`config.mk`:
```
export PLATFORM = sky130hd
export DESIGN_NAME = pkt_drop_fifo
export DESIGN_NICKNAME = d
export VERILOG_FILES = /design/src/rtl/pkt_fifo_pkg.sv /design/src/rtl/pkt_fifo_store.sv /design/src/rtl/pkt_fifo_wr_ctrl.sv /design/src/rtl/pkt_fifo_rd_ctrl.sv /design/src/rtl/pkt_drop_fifo.sv
export SDC_FILE = /design/constraint.sdc
export NUM_CORES = 1
export LEC_CHECK = 0
export ABC_AREA = 1
export CAP_MARGIN = 25
export CORE_MARGIN = 2
export CORE_UTILIZATION = 60
export DETAILED_ROUTE_END_ITERATION = 10
export GPL_TIMING_DRIVEN = 0
export PLACE_DENSITY = 0.78
export REMOVE_ABC_BUFFERS = 1
export SYNTH_ARGS = -nofsm -noshare
export SYNTH_HDL_FRONTEND = slang
export SYNTH_HIERARCHICAL = 1
export SYNTH_SLANG_ARGS = --single-unit
```
`constraint.sdc`:
```
create_clock -name clk -period 3.2 [get_ports clk]
set_input_delay 0.64 -clock clk [delete_from_list [all_inputs] [get_ports clk]]
set_output_delay 0.64 -clock clk [all_outputs]
set_load 0.01 [all_outputs]
```
`src/rtl/pkt_fifo_pkg.sv`:
```
package pkt_fifo_pkg;
    typedef enum logic {
        WR_FILL = 1'b0,
        WR_SKIP = 1'b1
    } wr_state_e;
endpackage

```
`src/rtl/pkt_fifo_store.sv`:
```
module pkt_fifo_store #(
    parameter int DATA_W = 8,
    parameter int ADDR_W = 4
) (
    input  logic              clk,
    input  logic              wr_en,
    input  logic [ADDR_W-1:0] wr_addr,
    input  logic [DATA_W-1:0] wr_data,
    input  logic              wr_last,
    input  logic [ADDR_W-1:0] rd_addr,
    output logic [DATA_W-1:0] rd_data,
    output logic              rd_last
);
    localparam int DEPTH = 1 << ADDR_W;
    localparam int ENT_W = DATA_W + 1;

    logic [ENT_W-1:0] cells [DEPTH];

    always_ff @(posedge clk) begin
        if (wr_en) begin
            cells[wr_addr] <= {wr_last, wr_data};
        end
    end

    always_comb begin
        {rd_last, rd_data} = cells[rd_addr];
    end
endmodule

```
`src/rtl/pkt_fifo_wr_ctrl.sv`:
```
module pkt_fifo_wr_ctrl
    import pkt_fifo_pkg::*;
#(
    parameter int ADDR_W = 4
) (
    input  logic              clk,
    input  logic              rst_n,
    input  logic              in_valid,
    input  logic              in_last,
    input  logic              in_abort,
    input  logic [ADDR_W:0]   rd_ptr,
    output logic              wr_en,
    output logic [ADDR_W-1:0] wr_addr,
    output logic [ADDR_W:0]   commit_ptr,
    output logic              drop_pulse
);
    localparam int PTR_W = ADDR_W + 1;
    localparam int DEPTH = 1 << ADDR_W;
    localparam logic [PTR_W-1:0] DEPTH_P = PTR_W'(DEPTH);

    wr_state_e        state_q, state_d;
    logic [PTR_W-1:0] spec_q, spec_d;
    logic [PTR_W-1:0] commit_q, commit_d;
    logic             drop_q, drop_d;
    logic [PTR_W-1:0] occ;
    logic             full;

    always_ff @(posedge clk) begin
        if (!rst_n) begin
            state_q  <= WR_FILL;
            spec_q   <= '0;
            commit_q <= '0;
            drop_q   <= 1'b0;
        end else begin
            state_q  <= state_d;
            spec_q   <= spec_d;
            commit_q <= commit_d;
            drop_q   <= drop_d;
        end
    end

    always_comb begin
        occ      = spec_q - rd_ptr;
        full     = (occ == DEPTH_P);
        state_d  = state_q;
        spec_d   = spec_q;
        commit_d = commit_q;
        drop_d   = 1'b0;
        wr_en    = 1'b0;
        unique case (state_q)
            WR_FILL: begin
                if (in_abort) begin
                    spec_d = commit_q;
                    drop_d = 1'b1;
                end else if (in_valid) begin
                    if (full) begin
                        spec_d = commit_q;
                        drop_d = 1'b1;
                        if (!in_last) begin
                            state_d = WR_SKIP;
                        end
                    end else begin
                        wr_en  = 1'b1;
                        spec_d = spec_q + 1'b1;
                        if (in_last) begin
                            commit_d = spec_q + 1'b1;
                        end
                    end
                end
            end
            WR_SKIP: begin
                if (in_abort || (in_valid && in_last)) begin
                    state_d = WR_FILL;
                end
            end
            default: state_d = WR_FILL;
        endcase
    end

    assign wr_addr    = spec_q[ADDR_W-1:0];
    assign commit_ptr = commit_q;
    assign drop_pulse = drop_q;

    p_occ_bound_r5: assert property (@(posedge clk) disable iff (!rst_n)
        occ <= DEPTH_P);
    p_drop_rewound_r5: assert property (@(posedge clk) disable iff (!rst_n)
        drop_q |-> (spec_q == commit_q));
    p_skip_holds_commit_r6: assert property (@(posedge clk) disable iff (!rst_n)
        (state_q == WR_SKIP) |=> $stable(commit_q));
    p_commit_needs_last_r2: assert property (@(posedge clk) disable iff (!rst_n)
        !(in_valid && in_last) |=> $stable(commit_q));
    p_abort_pulses_r7: assert property (@(posedge clk) disable iff (!rst_n)
        (in_abort && state_q == WR_FILL) |=> drop_q);
    p_skip_abort_quiet_r8: assert property (@(posedge clk) disable iff (!rst_n)
        (in_abort && state_q == WR_SKIP) |=> (!drop_q && state_q == WR_FILL));
endmodule

```
`src/rtl/pkt_fifo_rd_ctrl.sv`:
```
module pkt_fifo_rd_ctrl #(
    parameter int ADDR_W = 4
) (
    input  logic              clk,
    input  logic              rst_n,
    input  logic [ADDR_W:0]   commit_ptr,
    input  logic              out_ready,
    output logic              out_valid,
    output logic [ADDR_W:0]   rd_ptr,
    output logic [ADDR_W-1:0] rd_addr
);
    localparam int PTR_W = ADDR_W + 1;
    localparam int DEPTH = 1 << ADDR_W;
    localparam logic [PTR_W-1:0] DEPTH_P = PTR_W'(DEPTH);

    logic [PTR_W-1:0] rd_q;
    logic [PTR_W-1:0] avail;

    always_ff @(posedge clk) begin
        if (!rst_n) begin
            rd_q <= '0;
        end else if (out_valid && out_ready) begin
            rd_q <= rd_q + 1'b1;
        end
    end

    always_comb begin
        avail     = commit_ptr - rd_q;
        out_valid = (avail != '0);
    end

    assign rd_ptr  = rd_q;
    assign rd_addr = rd_q[ADDR_W-1:0];

    p_avail_bound_r2: assert property (@(posedge clk) disable iff (!rst_n)
        avail <= DEPTH_P);
    p_stall_holds_r4: assert property (@(posedge clk) disable iff (!rst_n)
        (out_valid && !out_ready) |=> (out_valid && $stable(rd_q)));
endmodule

```
`src/rtl/pkt_drop_fifo.sv`:
```
module pkt_drop_fifo #(
    parameter int DATA_W = 8,
    parameter int ADDR_W = 4
) (
    input  logic              clk,
    input  logic              rst_n,
    input  logic              in_valid,
    input  logic [DATA_W-1:0] in_data,
    input  logic              in_last,
    input  logic              in_abort,
    output logic              out_valid,
    input  logic              out_ready,
    output logic [DATA_W-1:0] out_data,
    output logic              out_last,
    output logic              drop_pulse
);
    logic              wr_en;
    logic [ADDR_W-1:0] wr_addr;
    logic [ADDR_W:0]   commit_ptr;
    logic [ADDR_W:0]   rd_ptr;
    logic [ADDR_W-1:0] rd_addr;

    pkt_fifo_wr_ctrl #(.ADDR_W(ADDR_W)) u_wr (
        .clk        (clk),
        .rst_n      (rst_n),
        .in_valid   (in_valid),
        .in_last    (in_last),
        .in_abort   (in_abort),
        .rd_ptr     (rd_ptr),
        .wr_en      (wr_en),
        .wr_addr    (wr_addr),
        .commit_ptr (commit_ptr),
        .drop_pulse (drop_pulse)
    );

    pkt_fifo_store #(.DATA_W(DATA_W), .ADDR_W(ADDR_W)) u_store (
        .clk     (clk),
        .wr_en   (wr_en),
        .wr_addr (wr_addr),
        .wr_data (in_data),
        .wr_last (in_last),
        .rd_addr (rd_addr),
        .rd_data (out_data),
        .rd_last (out_last)
    );

    pkt_fifo_rd_ctrl #(.ADDR_W(ADDR_W)) u_rd (
        .clk        (clk),
        .rst_n      (rst_n),
        .commit_ptr (commit_ptr),
        .out_ready  (out_ready),
        .out_valid  (out_valid),
        .rd_ptr     (rd_ptr),
        .rd_addr    (rd_addr)
    );

    p_stall_data_r4: assert property (@(posedge clk) disable iff (!rst_n)
        (out_valid && !out_ready) |=> ($stable(out_data) && $stable(out_last)));
    p_drop_single_r5: assert property (@(posedge clk) disable iff (!rst_n)
        drop_pulse |=> !drop_pulse || $past(in_abort || in_valid));
endmodule

```
; Word level (Yosys, flattened, before mapping)
; Memories as Yosys holds them, arrays and structs flattened. A register that Yosys moved wholly into a read port is not among the register bits.
; Index checks and enable logic that the tools add are counted.
[totals]
elab_cells = 43
ram_bits = 144
register_bits = 17
n_memories = 1
inputBits = 14
[mem_list]
columns = name, words, word_bits, read_ports, rd_clocked_by_memory_dff, wr, line
row1 = u_store.cells, 16, 9, 1, 1, 1, pkt_fifo_store.sv:17  ; logic [ENT_W-1:0] cells [DEPTH];
[classes]
bitwise_logic = 4
reduce_logical = 8
muxes = 20
n_addsub = 4
eq_ne = 1
[op_table]
columns = cell, count
row1 = $mux W5, 3
row2 = $mux W1, 14
row3 = $add A5 B1 Y5 const B, 2
row4 = $sub A5 B5 Y5, 2
row5 = $mux W4, 2
row6 = $eq A5 B5 Y1 const B, 1
row7 = $reduce_and A5 Y1, 1
row8 = $reduce_bool A5 Y1, 1
row9 = $not A1 Y1, 4
row10 = $logic_and A1 B1 Y1, 2
row11 = $pmux W1 S2, 1
row12 = $reduce_and A2 Y1, 1
row13 = $reduce_bool A2 Y1, 1
row14 = $reduce_or A2 Y1, 1
row15 = $logic_or A1 B1 Y1, 1

; Longest topological paths before layout
[logic_depth]
ltp_word = 8
mapped_depth = 13
mapped_depth_nobuf = 12

; Hierarchy
; The synthesis kept the hierarchy.
[by_module_without_submodules]
columns = module, cells_each, n_inst, seq_area_each_um2, area_per_inst_um2
row1 = pkt_fifo_store, 606, 1, 4324.1, 6322.3
row2 = pkt_fifo_wr_ctrl, 123, 1, 240.2, 832.0
row3 = pkt_fifo_rd_ctrl, 66, 1, 100.1, 466.7

; Worst setup path after synthesis
; Ideal clock, no wire load.
[synth_timing]
path_type = reg2reg
from = register u_rd.rd_q[3] (netlist: u_rd/rd_ptr[3])
to = memory u_store/cells[12][0] in the netlist's numbering, enable pin
arrival_ns = 2.163
required_ns = 2.826
setup_time_ns = 0.374
path_buffers = 1
path_slack_ns = 0.662
path_stages_with_launch = 13
path_cell_list = dfxtp_1 -> buf_4 -> inv_1 -> ha_1 -> nor2_2 -> inv_1 -> nand2_2 -> nand2_2 -> nand3_4 -> nand2_4 -> nor3_1 -> nand3_1 -> nor2_1
[synth_via]
elab_chain_cells = 8
[synth_rtl]
columns = element, line
row1 = start: declaration, pkt_fifo_rd_ctrl.sv:16  ; logic [PTR_W-1:0] rd_q;
row2 = start signal: assignment, pkt_fifo_rd_ctrl.sv:23  ; rd_q <= rd_q + 1'b1;
row3 = $sub A5 B5 Y5, pkt_fifo_wr_ctrl.sv:43  ; occ = spec_q - rd_ptr;
row4 = $eq A5 B5 Y1, pkt_fifo_wr_ctrl.sv:44  ; full = (occ == DEPTH_P);
row5 = $mux W1, pkt_fifo_wr_ctrl.sv:56  ; if (full) begin
row6 = $mux W1, pkt_fifo_wr_ctrl.sv:55  ; end else if (in_valid) begin
row7 = $mux W1, pkt_fifo_wr_ctrl.sv:52  ; if (in_abort) begin
row8 = $mux W1, pkt_fifo_wr_ctrl.sv:50  ; unique case (state_q)
row9 = named net wr_en, pkt_drop_fifo.sv:17  ; logic wr_en;
row10 = $mux W1, pkt_fifo_store.sv:20  ; if (wr_en) begin
row11 = $mux W1 (implied by the code), pkt_fifo_store.sv:21  ; cells[wr_addr] <= {wr_last, wr_data};
row12 = end: declaration, pkt_fifo_store.sv:17
; The timed path passes the listed nets, and every way through them passes these cells.

; Final worst setup path
[layout_timing]
from = register u_rd.rd_q[2] (netlist: u_rd/rd_ptr[2])
to = output port out_valid
[layout_via]
elab_chain_cells = 2
[layout_rtl]
columns = element, line
row1 = $sub A5 B5 Y5, pkt_fifo_rd_ctrl.sv:28  ; avail = commit_ptr - rd_q;
row2 = $reduce_bool A5 Y1, pkt_fifo_rd_ctrl.sv:29  ; out_valid = (avail != '0);
row3 = end: declaration, pkt_drop_fifo.sv:11  ; output logic out_valid,
; Every way passes these cells.

==> flow_summary.toml <==
[detailed_routing]
num_vias = 5508
routed_wl_mm = 17.7
drtIter0Drc = 700
wl_per_cell_um = 17.7
viasPerCell = 5.53
drt_first_pass_iters = 9
ant_nets = 0
drc = 0

[setup_path]
r2r-start = "u_rd/rd_ptr[2]"
cp-startpoint = "u_rd/rd_ptr[2]"
critPathKind = "flip-flop to output pin"
path_cells = "buf_16 > inv_1 > ha_1 > nand3b_1 > xor2_2 > nand2_4 > clkdlybuf4s50_1"
cp_slowest_cell = "clkdlybuf4s50_1"
path_buf_inv = 3
crit_arrival_ps = 2450
worst-path-max-fanout = 15
cp.required_ps = 2560
crit_family = "buffers and inverters"
cp-start-kind = "flip-flop"
cp-end-kind = "output pin"
cpPeakStageDelay_ps = 550

[die]
die_h_um = 117
start_util_pct = 60.9
fp-row-count = 41
dieArea_um2 = 13600
die_x_um = 117
core_um2 = 12500
io_pins = 25

[min_path]
hold_path.class = "flip-flop to flip-flop"
holdCritStartpoint = "u_rd/rd_ptr[1]"

[pwr]
power_density_nw_per_um2 = 598
ir_worst_vdd_uv = 387
p_leak_uw = 0.00362

[synthesis]
ys_seq_area_share_pct = 61.2
yosysWarnings = 6
netlist_area_um2 = 7620
synth_top_area_share_pct = 56.7
yosys_register_bits = 161
ys.flop_type = "edfxtp_1"
syn_area_per_cell_um2 = 9.59
ys_async_sr_fraction_pct = 0
synth_top_area_cell = "edfxtp_1"
synth_cells = 795
synth_edf_count = 144
yosysUniqueCellTypes = 29
yosys-top-cells-area = "edfxtp_1 57%, nand2_1 11%, nand3_1 8.5%, inv_1 6.7%, dfxtp_1 4.5%"

[sta]
hold_ws_ps = 493
min_period_ps = 3090
period_share_pct = 96.7
tightest_slew_ps = 767
finalSetupViolCount = 0
skew_ps = 6.08
max_freq_mhz = 323
relSlewSlack_pct = 48.9
final_hold_viol_count = 0
slew_violations = 0

[clocking]
clk-insertion-delay-late_ps = 420
cts_hold_buffers = 0
cts_max_level = 4
clk_pin_slew_ps = 60
cts_root_buf = "clkbuf_16"
cts_buffers = 17
clk_path_buf_depth = 2
numClockSinks = 161
cts_tree = "yes"

[place]
port_buffers = 24
dp.cells = 957
place.gp.congestion = 0.791
hpwlAfterDp_mm = 9.76

[global_route]
gr-usage-all-layers_pct = 27.6
grt_pass1_vias = 5542
antenna_found_initial = 0
overflow = 0
grt_pass1_wl_mm = 27.5
grt_max_degree = 73

[job]
maxCapViolations = 0

[finish]
final_cell_mix = "233 x nand2_1, 144 x edfxtp_1, 136 x inv_1"
diodes = 0
nNetsFinal = 835
drive_above_1_share_pct = 9.71
stdcell_count = 996
areaGrowthSynthToFinish_pct = 13.4
mostFrequentLayoutCell = "nand2_1"

[outcome]
status = "finished clean"
==> metrics by stage <==
stage / TNS, ps / setup WS [ps] / cell area, um^2 / power, uW / utilization, %
finish: 0 / 107 / 8640 / 5170 / 69.0
global route: -0.114 / -0.114 / 8640 / 5360 / 69.0
CTS: 0 / 4.21 / 8560 / 5160 / 68.4
detailed placement: -53580 / -468 / 7850 / 3230 / 62.7
global placement: -295840 / -1940 / 7790 / 3200 / 62.3
floorplan: -65470 / -466 / 7340 / 2930 / -
==> Yosys cell counts, types with 2 or more instances <==
master    number
a21oi_1       10
buf_2          8
buf_4         19
buf_6          9
clkinv_1       4
dfxtp_1       17
edfxtp_1     144
ha_1          10
inv_1        136
inv_2          6
inv_4          2
nand2_1      233
nand2_2        5
nand2_4        3
nand3_1      129
nand3_2        2
nand3b_1       4
nor2_1        35
nor2_2         2
o21ai_0        4
xor2_1         5
==> worst paths after layout <==
| kind | end | slack, ps | depth (start not counted) |
|---|---|---|---|
| max | out_valid | 110 | 7 |
| max reg2reg | u_store/cells[15][4] | 140 | 11 |
| min reg2reg | u_rd/rd_ptr[1] | 490 | 2 |
| min | u_rd/rd_ptr[1] | 490 | 2 |
==> worst reg2reg max path, stage by stage, from the launching register on <==
cell and delay [ps]:
dfxtp_2 540, buf_16 210, inv_1 80, ha_1 300
inv_1 40, nand3_1 80, nand2_2 70, nand3_4 150
nand2_4 110, nor3_2 300, nand3_1 420, nor2_4 430
==> final cells by class <==
type	instances	area (um^2)
Inverter	149	572
Clock inverter	10	98.8
Clock buffer	22	444
Timing Repair Buffer	33	414
Fill cell	918	3870
Sequential cell	161	4670
Tap cell	172	215
Multi-Input combinational cell	449	2230
==> report_power, final <==
group / switching (uW) / internal [uW]
combinational: 578 / 324
clock: 750 / 1130
sequential: 50.6 / 2330
==> registers in the layout (all words and copies together) (netlist names) <==
register	flops
u_wr/spec_q	5
u_wr/drop_pulse	1
u_wr/state_q	1
u_rd/rd_ptr	5
u_store/cells	144
u_wr/commit_ptr	5
==> layer usage <==
metal  global-route usage [%]  part of all wire [%]  vias to the layer above
met5                        0                     0                        -
met4                     16.0                   3.2                        0
met3                     4.98                   8.0                       50
met2                     46.5                    50                      281
met1                     33.4                    39                     2599
li1                         -                     -                     2578
==> what timing repair did <==
item / 4_1_cts / 5_1_grt
endpoints found under the setup margin: 154 / 146
resized for setup: 34 / 1
setup buffers: 2 / 5
pin swaps: 0 / 3
==> kinds of logic after synthesis <==
kind of cell	share of synthesized area, %
flip-flops	61.2
AO/OA/AOI/OAI	1.02
adder cells (fa/ha/maj)	1.64
XOR/XNOR	0.903
buffers and inverters	11.2
AND/OR/NAND/NOR	24.0
Note: power is estimated with default switching activity, not from simulation.
